--- config.mk ---
export PLATFORM = sky130hd
export DESIGN_NAME = flash_wr_qual
export DESIGN_NICKNAME = d
export VERILOG_FILES = /design/src/rtl/flash_wr_qual.sv
export SDC_FILE = /design/constraint.sdc
export NUM_CORES = 1
export LEC_CHECK = 0
export ABC_AREA = 1
export BUFFER_PORTS_ARGS = -buffer_cell sky130_fd_sc_hd__buf_2
export CELL_PAD_IN_SITES_DETAIL_PLACEMENT = 0
export CELL_PAD_IN_SITES_GLOBAL_PLACEMENT = 1
export CORE_ASPECT_RATIO = 0.9
export CORE_MARGIN = 2
export CORE_UTILIZATION = 44
export CTS_CLUSTER_DIAMETER = 60
export DETAILED_ROUTE_END_ITERATION = 10
export PLACE_DENSITY_LB_ADDON = 0.1
export SYNTH_ARGS = -nofsm -noshare
export SYNTH_HDL_FRONTEND = slang
export SYNTH_SLANG_ARGS = --single-unit
--- constraint.sdc ---
create_clock -name clk -period 1.5 [get_ports clk]
set_input_delay 0.225 -clock clk [delete_from_list [all_inputs] [get_ports clk]]
set_output_delay 0.225 -clock clk [all_outputs]
set_load 0.01 [all_outputs]
--- src/rtl/flash_wr_qual.sv ---
module flash_wr_qual #(
  parameter int AW = 18,
  parameter int DW = 16,
  parameter int GLITCH_CYC = 2
) (
  input  logic          clk,
  input  logic          rst_n,
  input  logic          ce_n,
  input  logic          we_n,
  input  logic          oe_n,
  input  logic [AW-1:0] addr,
  input  logic [DW-1:0] din,
  input  logic          lockout,
  output logic          wr_stb,
  output logic [AW-1:0] wr_addr,
  output logic [DW-1:0] wr_data,
  output logic          cmd_rst
);
  localparam int CW     = (GLITCH_CYC < 2) ? 1 : $clog2(GLITCH_CYC);
  localparam int SETTLE = GLITCH_CYC + 4;
  localparam int SW     = $clog2(SETTLE + 1);

  // index 0 chip enable, 1 write enable, 2 output enable, 3 lockout
  logic [3:0]    ctl_m, ctl_s;
  logic [2:0]    ctl_f;
  logic [CW-1:0] cnt [3];
  logic [AW-1:0] addr_m, addr_s, a_lat;
  logic [DW-1:0] din_m, din_s;
  logic [SW-1:0] settle_cnt;
  logic          settled, in_cyc, skip;

  wire lock_s = ctl_s[3];
  wire act    = ~ctl_f[0] & ~ctl_f[1] & ctl_f[2];
  wire hold   = lock_s | ~settled;

  assign settled = (settle_cnt == SW'(SETTLE));

  always_ff @(posedge clk or negedge rst_n) begin
    if (!rst_n) begin
      ctl_m  <= 4'hF;
      ctl_s  <= 4'hF;
      addr_m <= '0;
      addr_s <= '0;
      din_m  <= '0;
      din_s  <= '0;
    end else begin
      ctl_m  <= {lockout, oe_n, we_n, ce_n};
      ctl_s  <= ctl_m;
      addr_m <= addr;
      addr_s <= addr_m;
      din_m  <= din;
      din_s  <= din_m;
    end
  end

  always_ff @(posedge clk or negedge rst_n) begin
    if (!rst_n) begin
      ctl_f <= 3'b111;
      for (int i = 0; i < 3; i++) cnt[i] <= '0;
    end else begin
      for (int i = 0; i < 3; i++) begin
        if (ctl_s[i] != ctl_f[i]) begin
          if (cnt[i] == CW'(GLITCH_CYC - 1)) begin
            ctl_f[i] <= ctl_s[i];
            cnt[i]   <= '0;
          end else begin
            cnt[i] <= cnt[i] + 1'b1;
          end
        end else begin
          cnt[i] <= '0;
        end
      end
    end
  end

  always_ff @(posedge clk or negedge rst_n) begin
    if (!rst_n) settle_cnt <= '0;
    else if (!settled) settle_cnt <= settle_cnt + 1'b1;
  end

  always_ff @(posedge clk or negedge rst_n) begin
    if (!rst_n) begin
      in_cyc  <= 1'b0;
      skip    <= 1'b1;
      a_lat   <= '0;
      wr_stb  <= 1'b0;
      wr_addr <= '0;
      wr_data <= '0;
      cmd_rst <= 1'b1;
    end else begin
      wr_stb  <= 1'b0;
      cmd_rst <= lock_s;
      if (hold) begin
        in_cyc <= act;
        skip   <= 1'b1;
      end else if (!in_cyc && act) begin
        in_cyc <= 1'b1;
        skip   <= 1'b0;
        a_lat  <= addr_s;
      end else if (in_cyc && !act) begin
        in_cyc <= 1'b0;
        if (!skip && ctl_f[2]) begin
          wr_stb  <= 1'b1;
          wr_addr <= a_lat;
          wr_data <= din_s;
        end
      end
    end
  end
endmodule

## After elaboration in Yosys (flattened, before gate mapping)

Index checks and enable logic that the tools add are counted.

- Flip-flop bits (word level): 141
- Input port bits: 40
- Output and inout bits: 36
- Word-level logic and storage cells: 64

- Add/sub/neg operators: 4
- Equal/unequal tests: 4
- Multiplexer cells: 15
- Bitwise logic cells: 8
- Reduce and logical (&&, ||, !) cells: 13

Operator list:

| kind | number |
|---|---|
| $mux W1 | 15 |
| $reduce_and A2 Y1 | 4 |
| $not A1 Y1 | 5 |
| $reduce_and A4 Y1 | 1 |
| $add A1 B1 Y1 const B | 3 |
| $add A3 B1 Y3 const B | 1 |
| $eq A3 B3 Y1 const B | 1 |
| $logic_and A1 B1 Y1 | 3 |
| $logic_not A1 Y1 | 3 |
| $ne A1 B1 Y1 | 3 |
| $reduce_bool A3 Y1 | 1 |
| $and A1 B1 Y1 | 2 |
| $reduce_bool A2 Y1 | 1 |
| $or A1 B1 Y1 | 1 |

## Logic depth before layout (Yosys ltp)

Gate-level depths: netlist of run 1.

- Depth after elaboration: 8
- Depth in mapped cells: 8
- Depth with buffers taken out: 7

## Least setup slack after synthesis of run 1

OpenSTA, ideal clock, no wires.

- Path kind: register -> register
- Start point: reg settle_cnt[0]
- End point: reg wr_addr[0]
- Setup time: 0.117 ns
- Arrival: 1.277 ns
- Required time: 1.383 ns
- Slack: 0.105 ns
- Cell stages (with the launch flop): 9
- Path buffers: 1
- Clock period less this slack: 1.395 ns
- Cells stage by stage: dfrtp_1 > inv_1 > ha_1 > nand2_2 > nor2_4 > nand3_4 > buf_2 > nand2_1 > nand2_1

- Cells in the longest elaborated chain, start to end: 5

RTL lines:

| item | line | RTL |
|---|---|---|
| start, declared | 29 | `logic [SW-1:0] settle_cnt;` |
| start signal, assigned | 78 | `else if (!settled) settle_cnt <= settle_cnt + 1'b1;` |
| $eq A3 B3 Y1 | 36 | `assign settled = (settle_cnt == SW'(SETTLE));` |
| $not A1 Y1 | 34 | `wire hold = lock_s \| ~settled;` |
| $or A1 B1 Y1 | 34 |  |
| $not A1 Y1 (no source line) | - |  |
| $reduce_and A4 Y1 (no source line) | - |  |
| end signal, assigned | 104 | `wr_addr <= a_lat;` |
| end, declared | 15 | `output logic [AW-1:0] wr_addr,` |

Every way passes these cells.
A chain may end at the register's enable or synchronous reset.

## Final worst setup path of run 1

- Start point: reg settle_cnt[0]
- End point: reg wr_addr[13]

Same word-level chain as after synthesis.

==> results of run 1 <==
-- registers in the layout, summed over array words and instances (netlist names), 4 cells and up --
register  cells
a_lat        18
wr_addr      18
din_s        16
addr_s       18
wr_data      16
din_m        16
ctl_m         4
addr_m       18
ctl_s         4
-- cells in the mapped netlist, types with 2 or more instances --
library cell	number	area, µm²
nor2_4	3	33.78
buf_2	10	50.05
nand2_1	125	469.2
ha_1	2	25.02
a21oi_1	2	10.01
dfrtp_1	128	3203
nand2_2	3	18.77
inv_1	6	22.52
dfstp_2	13	341.6
nand3_1	2	10.01
xnor2_1	4	35.03
mux2_2	2	22.52
nor2_1	5	18.77
nand4_1	34	212.7
clkbuf_1	2	7.510
-- cells by family after synthesis --
kind of cell	count (synthesis)
mux	2
simple gates	174
xor+xnor	5
fa+ha+maj	2
buf+inv	21
compound gates	3
flops	141
-- per-stage QoR --
step / instance area (µm²) / util [%] / total power, mW
2_1_floorplan: 4541 / - / 5.464
3_3_place_gp: 5150 / 50.69 / 5.978
3_5_place_dp: 5150 / 50.69 / 6.026
4_1_cts: 6148 / 60.52 / 10.34
5_1_grt: 6196 / 60.99 / 10.80
6_report: 6196 / 60.99 / 10.24
-- worst min-delay path by stage --
stage	from	to	slack, ns	cells after the start
after floorplan	rst_n	a_lat[0]	-0.07	0
after global placement	rst_n	wr_data[14]	0.21	1
after detailed placement	rst_n	wr_data[14]	0.22	1
after CTS	addr_m[1]	addr_s[1]	0.34	0
after global routing	addr_m[7]	addr_s[7]	0.35	0
final	addr_m[1]	addr_s[1]	0.34	0
-- repair_timing --
item,CTS,global route
setup buffers,0,2
pin swaps,0,4
gates cloned,0,1
endpoints found under the hold margin,82,0
gates resized for setup,1,7
hold buffers,39,0
setup endpoints to repair,8,45
-- worst register-to-register path: cells and delay by family (launching register included) --
kind / cells / cell delay, ns
flops: 1 / 0.40
simple gates: 5 / 0.46
buf+inv: 2 / 0.25
fa+ha+maj: 1 / 0.19
-- power groups by stage --
stage / Combinational (mW) / Sequential [mW] / Clock, mW
3_3_place_gp: 1.15 / 4.82 / 0
3_5_place_dp: 1.19 / 4.83 / 0
5_1_grt: 1.46 / 4.85 / 4.50
4_1_cts: 1.28 / 4.77 / 4.29
2_1_floorplan: 0.628 / 4.84 / 0
6_report: 1.28 / 4.77 / 4.20
-- cell type report --
class	instances	area, µm²
timing repair buffer	130	940.9
clock inverter	14	163.9
sequential	141	3545
inverter	7	26.28
fill	806	3964
tap	129	161.4
multi-input combinational	187	919.6
clock buffer	18	439.2
-- routing by layer --
metal | part of all wire, % | vias up
met5 | 0 | -
met4 | 1.9 | 0
met3 | 3.9 | 13
met2 | 48 | 61
met1 | 46 | 1348
li1 | - | 1402
==> out/metrics.csv, run 1 <==
metric,value,unit
outcome,finished clean,
switching_power,2.605,mW
final_antenna_net_count,0,
cp_max_fo,11,
use_met2,24.92,%
h-tree-depth,4,
row_count,35,
fp.coreArea,10160,µm²
slowest_stage,dfrtp_1,
grt_setup_unrepaired,yes,
gr-total-overflow,0,
use_met1,21.41,%
rr_worst_depth,8,
die_y,100.4,µm
intPower,7.640,mW
antenna_found_initial,0,
slew_headroom,66.59,%
cts_buffer_depth,2,
finalHoldViolCount,0,
dr.pass1.iters,4,
syn_to_final_growth,36.46,%
reg2reg_from,settle_cnt[0],
p_leak,3.192,nW
port_buffers,75,
numClockSinks,141,
synth_nets,390,
final_cells,626,
path_common_cell,nand2_1,
crit_chain,"inv_1, ha_2, nand2_2, nor2_4, nand3_4, buf_4, nand2_1, nand2_1",
cpPeakStageDelay,0.40,ns
holdWs,0.3429,ns
yosysSeqAreaShare,78.07,%
powerDensity,1653,nW/µm²
layout_common_cells,"dfrtp_1, nand2_1, buf_2, dlygate4sd3_1, nand4_1",
period_share,94.67,%
drv_cap,0,
cts_tree,done,
grt_max_degree,55,
rrSetupSlack,0.08,ns
combPwrFrac,12.5,%
cp-end-kind,register,
fin_crit,1.420,ns
async_reset_ff_share,100.0,%
gp_congestion,0.7074,
synth_xor_xnor_area_share,0.9645,%
dp.cells,552,
synth_top_family_by_area,simple AND/OR/NAND/NOR gates,
avgSynthCellArea,13.05,µm²
initial_utilization,44.69,%
grt_pass1_vias,2805,
fin_skew,0.01221,ns
path_clk_slew,0.06,ns
final_common_cell,dfrtp_1,
drc,0,
synth_edf_count,0,
swShare,25.42,%
clock.fmax,704.2,MHz
drive_gt1_share,30.38,%
vias,2824,
yosys.area_share.simple,17.33,%
synthAdderAreaFrac,0.5511,%
min_path_type,register to register,
drt-total-wl,8.135,mm
place_hpwl,4.969,mm
crit_family,simple AND/OR/NAND/NOR gates,
grt.busiest_layer,met2,
synth_compound_area_share,0.3307,%
crit_path_end,wr_addr[13],
io_pins,76,
tightest_slew,0.5012,ns
synth_ff_type,dfrtp_1,
path_buf_inv,2,
r2r_end,wr_addr[13],
ys_warn_count,0,
final.setup.tns,0,ns
diodes,0,
avgRoutedWirePerCell,13.00,µm
ys_types,22,
clock-root-buffer,clkbuf_16,
muxShareOfSynthArea,0.4960,%
pre_cts_slack,-0.001809,ns
path_class,register to register,
fin_nets,526,
finalSetupViolations,0,
critPathLaunchType,register,
clock_latency,0.40,ns
cts_inserted_buffers,17,
crit_start,settle_cnt[0],
ys_ff_latch,141,
drt_iter0_drc,131,
clkPwrFrac,41.0,%
power_frac_seq,46.6,%
worstPathRequired,1.79,ns
critPathArrivalTime,1.71,ns
grtUsageTotal,15.89,%
path_depth,8,
slew_violations,0,
vias_per_cell,4.511,
die-area,11150,µm²
syn-cell-area,4541,µm²
met3_usage,4.408,%
setup_slack,0.08002,ns
vdd_drop_max,1.538,mV
synthCells,348,
die_w,111.1,µm
grt_pass1_wl,13.74,mm
Note: power is estimated with default switching activity, not from simulation.
==> run 2, diff against run 1 <==
==> constraint.sdc (replaced) <==
create_clock -name clk -period 1.5 [get_ports clk]
set_input_delay 0.3 -clock clk [delete_from_list [all_inputs] [get_ports clk]]
set_output_delay 0.3 -clock clk [all_outputs]
set_load 0.01 [all_outputs]
==> out/metrics.csv, run 2 (synthesized netlist as in run 1, its figures left out) <==
metric,value,unit,change
die_w,111.1,µm,unchanged
critPathArrivalTime,1.73,ns,+0.02 ns
grt_pass1_vias,2782,,-0.82%
fin_crit,1.383,ns,-0.03698 ns
wl_met1,3.643,mm,-2.9%
worstPathRequired,1.84,ns,+0.05 ns
cp-end-kind,register,,
fp.coreArea,10160,µm²,unchanged
grtUsageTotal,15.91,%,about the same
drt-total-wl,7.963,mm,-2.1%
p_leak,3.198,nW,+0.16%
drv_cap,0,,unchanged
vias,2802,,-0.78%
utilization,61.23,%,+0.25 points
maxUsedRoutingLayer,met4,,
outcome,finished clean,,
finalSetupViolations,0,,unchanged
drive_gt1_share,29.76,%,-0.63 points
vias_per_cell,4.498,,-0.30%
fin_nets,524,,-0.38%
cp_max_fo,15,,+4
pre_cts_slack,-0.02572,ns,-0.02391 ns
h-tree-depth,4,,unchanged
cts_tree,done,,
drc,0,,unchanged
dp.cells,552,,unchanged
clock.fmax,723.1,MHz,+2.7%
grt_setup_unrepaired,no,,
place_hpwl,4.965,mm,about the same
grt_max_degree,48,,-13%
antenna_found_initial,0,,unchanged
final_common_cell,dfrtp_1,,
path_class,register to register,,
initial_utilization,44.69,%,unchanged
min_path_type,register to register,,
slew_headroom,70.54,%,+3.9 points
totalPowerFinal,10.35,mW,+1.1%
period_share,92.20,%,-2.5 points
numClockSinks,141,,unchanged
cts_buffer_depth,2,,unchanged
grt_pass1_wl,13.51,mm,-1.7%
finalHoldViolCount,0,,unchanged
vdd_drop_max,1.274,mV,-17%
layout_common_cells,"dfrtp_1, nand2_1, buf_2, dlygate4sd3_1, nand4_1",,
gp_congestion,0.7114,,+0.57%
n_fill_cell,825,,+2.4%
fin_skew,0.007229,ns,-0.004976 ns
final_antenna_net_count,0,,unchanged
multiInputGateArea,923.4,µm²,+0.41%
gr-total-overflow,0,,unchanged
critPathLaunchType,register,,
clock-root-buffer,clkbuf_16,,
clock_latency,0.41,ns,about the same
syn_to_final_growth,37.01,%,
path_clk_slew,0.05,ns,about the same
slew_violations,0,,unchanged
met2_length,3.881,mm,-0.69%
dr.pass1.iters,4,,unchanged
tightest_slew,0.4419,ns,-0.05922 ns
die_y,100.4,µm,unchanged
io_pins,76,,unchanged
cts_inserted_buffers,17,,unchanged
port_buffers,75,,unchanged
die-area,11150,µm²,unchanged
powerDensity,1665,nW/µm²,+0.67%
final_cells,623,,-0.48%
row_count,35,,unchanged
drt_iter0_drc,107,,-18%
wl_met3,316,µm,-1.3%
avgRoutedWirePerCell,12.78,µm,-1.6%
diodes,0,,unchanged
ff_latch_area,3545,µm²,unchanged
setup_slack,0.1170,ns,+0.03698 ns
run 2: per-layer routing:
layer / global-route usage, % / vias up
met4: 6.553 / 0
met3: 5.676 / 12
li1: - / 1394
met2: 24.49 / 49
met1: 20.88 / 1347
met5: 0 / -
run 2: where the power goes:
group | leakage (nW) | switching (mW) | internal [mW]
logic | 1.17 | 0.703 | 0.542
registers | 1.73 | 0.332 | 4.44
clock network | 0.298 | 1.49 | 2.85
total | 3.20 | 2.52 | 7.83
run 2: critical path: stages (launching register included):
cell and delay (ns):
dfrtp_1 0.37, inv_1 0.10, ha_4 0.17, nand2_4 0.08, nor2_4 0.17, buf_4 0.23, nand4_1 0.12, nand2_1 0.08
run 2: metrics by stage:
stage / hold slack (ns) / area [µm²] / setup TNS [ns]
2_1_floorplan: 0.004409 / 4541 / 0
3_3_place_gp: 0.2603 / 5150 / 0
3_5_place_dp: 0.2620 / 5150 / -0.2614
4_1_cts: 0.0004906 / 6148 / 0
5_1_grt: 0.3493 / 6221 / 0
6_report: 0.3441 / 6221 / 0
run 2: final timing paths:
path	startpoint	end	slack, ns	cells past startpoint
min reg2reg	din_m[7]	din_s[7]	0.34	0
min	din_m[7]	din_s[7]	0.34	0
max reg2reg	settle_cnt[0]	wr_data[6]	0.12	7
max	settle_cnt[0]	wr_data[6]	0.12	7
min in group asynchronous	rst_n	din_m[13]	0.39	2
max in group asynchronous	rst_n	din_s[9]	0.55	3
run 2: layout make-up:
cell class | instances | share of cell area [%]
clock buffers | 20 | 7.341
well taps | 129 | 2.595
flip-flops and latches | 141 | 56.98
inverters | 7 | 0.4224
repair buffers | 129 | 15.14
clock inverters | 11 | 2.675
multi-input cells | 186 | 14.84
run 2: what timing repair did:
action                                  in CTS  in global routing
hold endpoints to repair                    66                  2
pin swaps                                    0                  1
hold buffers                                37                  2
gates resized for setup                      1                 10
buffers inserted                             0                  1
endpoints found under the setup margin      18                 52
==> run 3, diff against run 2 <==
--- a/config.mk
+++ b/config.mk
@@ -10,11 +10,11 @@
 export CELL_PAD_IN_SITES_DETAIL_PLACEMENT = 0
 export CELL_PAD_IN_SITES_GLOBAL_PLACEMENT = 1
 export CORE_ASPECT_RATIO = 0.9
-export CORE_MARGIN = 2
+export CORE_MARGIN = 10
 export CORE_UTILIZATION = 44
 export CTS_CLUSTER_DIAMETER = 60
 export DETAILED_ROUTE_END_ITERATION = 10
-export PLACE_DENSITY_LB_ADDON = 0.1
+export PLACE_DENSITY = 0.83
 export SYNTH_ARGS = -nofsm -noshare
 export SYNTH_HDL_FRONTEND = slang
 export SYNTH_SLANG_ARGS = --single-unit
==> out/metrics.csv, run 3 (synthesized netlist as in run 1, its figures left out) <==
metric,value,unit,change
drc,0,,unchanged
avgRoutedWirePerCell,15.55,µm,+22%
place_hpwl,5.734,mm,+15%
grt_max_degree,40,,-17%
multiInputGateArea,1028,µm²,+11%
fp.coreArea,10160,µm²,unchanged
drt_iter0_drc,253,,+140%
die-area,14790,µm²,+33%
final_common_cell,dfrtp_1,,
gp_congestion,0.7588,,+6.7%
utilization,62.66,%,+1.4 points
clock-root-buffer,clkbuf_16,,
initial_utilization,44.69,%,unchanged
diodes,0,,unchanged
cpPeakStageDelay,0.38,ns,about the same
slowest_stage,dfrtp_1,,
cts_tree,done,,
cts_inserted_buffers,17,,unchanged
outcome,finished clean,,
grtUsageTotal,13.56,%,-2.3 points
n_fill_cell,774,,-6.2%
worstPathRequired,1.80,ns,-0.04 ns
die_w,127.1,µm,+14%
syn_to_final_growth,40.20,%,
tightest_slew,0.3415,ns,-0.1005 ns
die_y,116.4,µm,+16%
slew_headroom,77.24,%,+6.7 points
finalHoldViolCount,0,,unchanged
h-tree-depth,4,,unchanged
fin_skew,0.008045,ns,+0.0008168 ns
antenna_found_initial,0,,unchanged
critPathArrivalTime,1.73,ns,about the same
drive_gt1_share,32.80,%,+3.0 points
powerDensity,1633,nW/µm²,-1.9%
cp-end-kind,register,,
fin_crit,1.433,ns,+0.05038 ns
drt-total-wl,9.826,mm,+23%
path_class,register to register,,
numClockSinks,141,,unchanged
cp_max_fo,5,,-10
period_share,95.56,%,+3.4 points
crit_chain,"inv_2, ha_4, nand2_4, nor2_4, clkbuf_16, nand3_4, nand2_2, nand2_1",,
grt_pass1_vias,3136,,+13%
slew_violations,0,,unchanged
layout_common_cells,"dfrtp_1, nand2_1, buf_2, dlygate4sd3_1, nand4_1",,
p_leak,3.228,nW,+0.94%
final_antenna_net_count,0,,unchanged
port_buffers,75,,unchanged
row_count,35,,unchanged
final.setup.tns,0,ns,unchanged
gr-total-overflow,0,,unchanged
clock_latency,0.41,ns,about the same
clock.fmax,697.6,MHz,-3.5%
fin_nets,532,,+1.5%
critPathLaunchType,register,,
finalSetupViolations,0,,unchanged
io_pins,76,,unchanged
min_path_type,input port to register,,
dr.pass1.iters,4,,unchanged
ff_latch_area,3545,µm²,unchanged
cts_buffer_depth,2,,unchanged
vdd_drop_max,0.9020,mV,-29%
grt_pass1_wl,15.70,mm,+16%
vias,3002,,+7.1%
path_clk_slew,0.06,ns,about the same
vias_per_cell,4.750,,+5.6%
drv_cap,0,,unchanged
run 3: cell types whose count changed in the layout (fill, tap and decap cells not counted), sizes merged:
cell,change
buf,+3
clkbuf,+1
clkinvlp,+1
nand3,+6
bufinv,-1
dlygate4sd3,-3
inv,+2
run 3: critical path, delay by kind of cell (launching register included):
family	cells	cell delay [ns]
buffers and inverters	2	0.26
adder cells (fa/ha/maj)	1	0.15
flip-flops	1	0.38
AND/OR/NAND/NOR	5	0.52
run 3: worst paths after layout:
kind	startpoint	end	slack, ns	cells past startpoint
worst max-delay path	settle_cnt[0]	wr_data[0]	0.07	8
worst min-delay path	din[6]	din_m[6]	0.02	1
worst max register to register	settle_cnt[0]	wr_data[0]	0.07	8
worst min register to register	din_m[9]	din_s[9]	0.34	0
max in group asynchronous	rst_n	ctl_m[0]	0.54	3
min in group asynchronous	rst_n	wr_data[14]	0.35	2
run 3: through the flow:
step / power, mW / std cells / cell area (µm²) / worst slack (ns) / hold slack, ns
detailed placement: 6.018 / 551 / 5130 / -0.1257 / 0.2081
finish: 10.40 / 632 / 6366 / 0.06661 / 0.02076
CTS: 10.36 / 616 / 6125 / -0.001711 / 0.002068
global placement: 5.954 / 551 / 5130 / -0.03599 / 0.2119
floorplan: 5.464 / 348 / 4541 / 0.1055 / 0.004409
global route: 10.92 / 632 / 6366 / -0.0006555 / -0.0007584
run 3: power by group:
| group | leakage, nW | switching, mW | internal, mW |
|---|---|---|---|
| Combinational | 1.22 | 0.801 | 0.574 |
| Clock | 0.286 | 1.58 | 2.67 |
| Sequential | 1.73 | 0.340 | 4.44 |
| Total | 3.23 | 2.72 | 7.68 |
run 3: area by class of cell:
type	instances	share of cell area, %
flip-flops and latches	141	55.68
clock buffers	19	6.958
well taps	129	2.535
clock inverters	13	2.594
multi-input cells	192	16.16
inverters	7	0.4127
repair buffers	131	15.66
run 3: routing by layer:
layer  vias up  share of wire [%]  global-route usage (%)  wire (µm)
met4         0                1.6                   5.989        153
met3        14                5.7                   5.172        563
met5         -                  0                       0          0
met2        91                 48                   20.50       4726
met1      1465                 45                   17.08       4383
li1       1432                  -                       -          -
run 3: timing repair:
| action | CTS | global route |
|---|---|---|
| setup endpoints to repair | 45 | 52 |
| gates resized for setup | 9 | 13 |
| cloned | 3 | 5 |
| hold buffers | 29 | 7 |
| pin swaps | 4 | 5 |
| setup buffers | 1 | 4 |
| endpoints found under the hold margin | 57 | 7 |
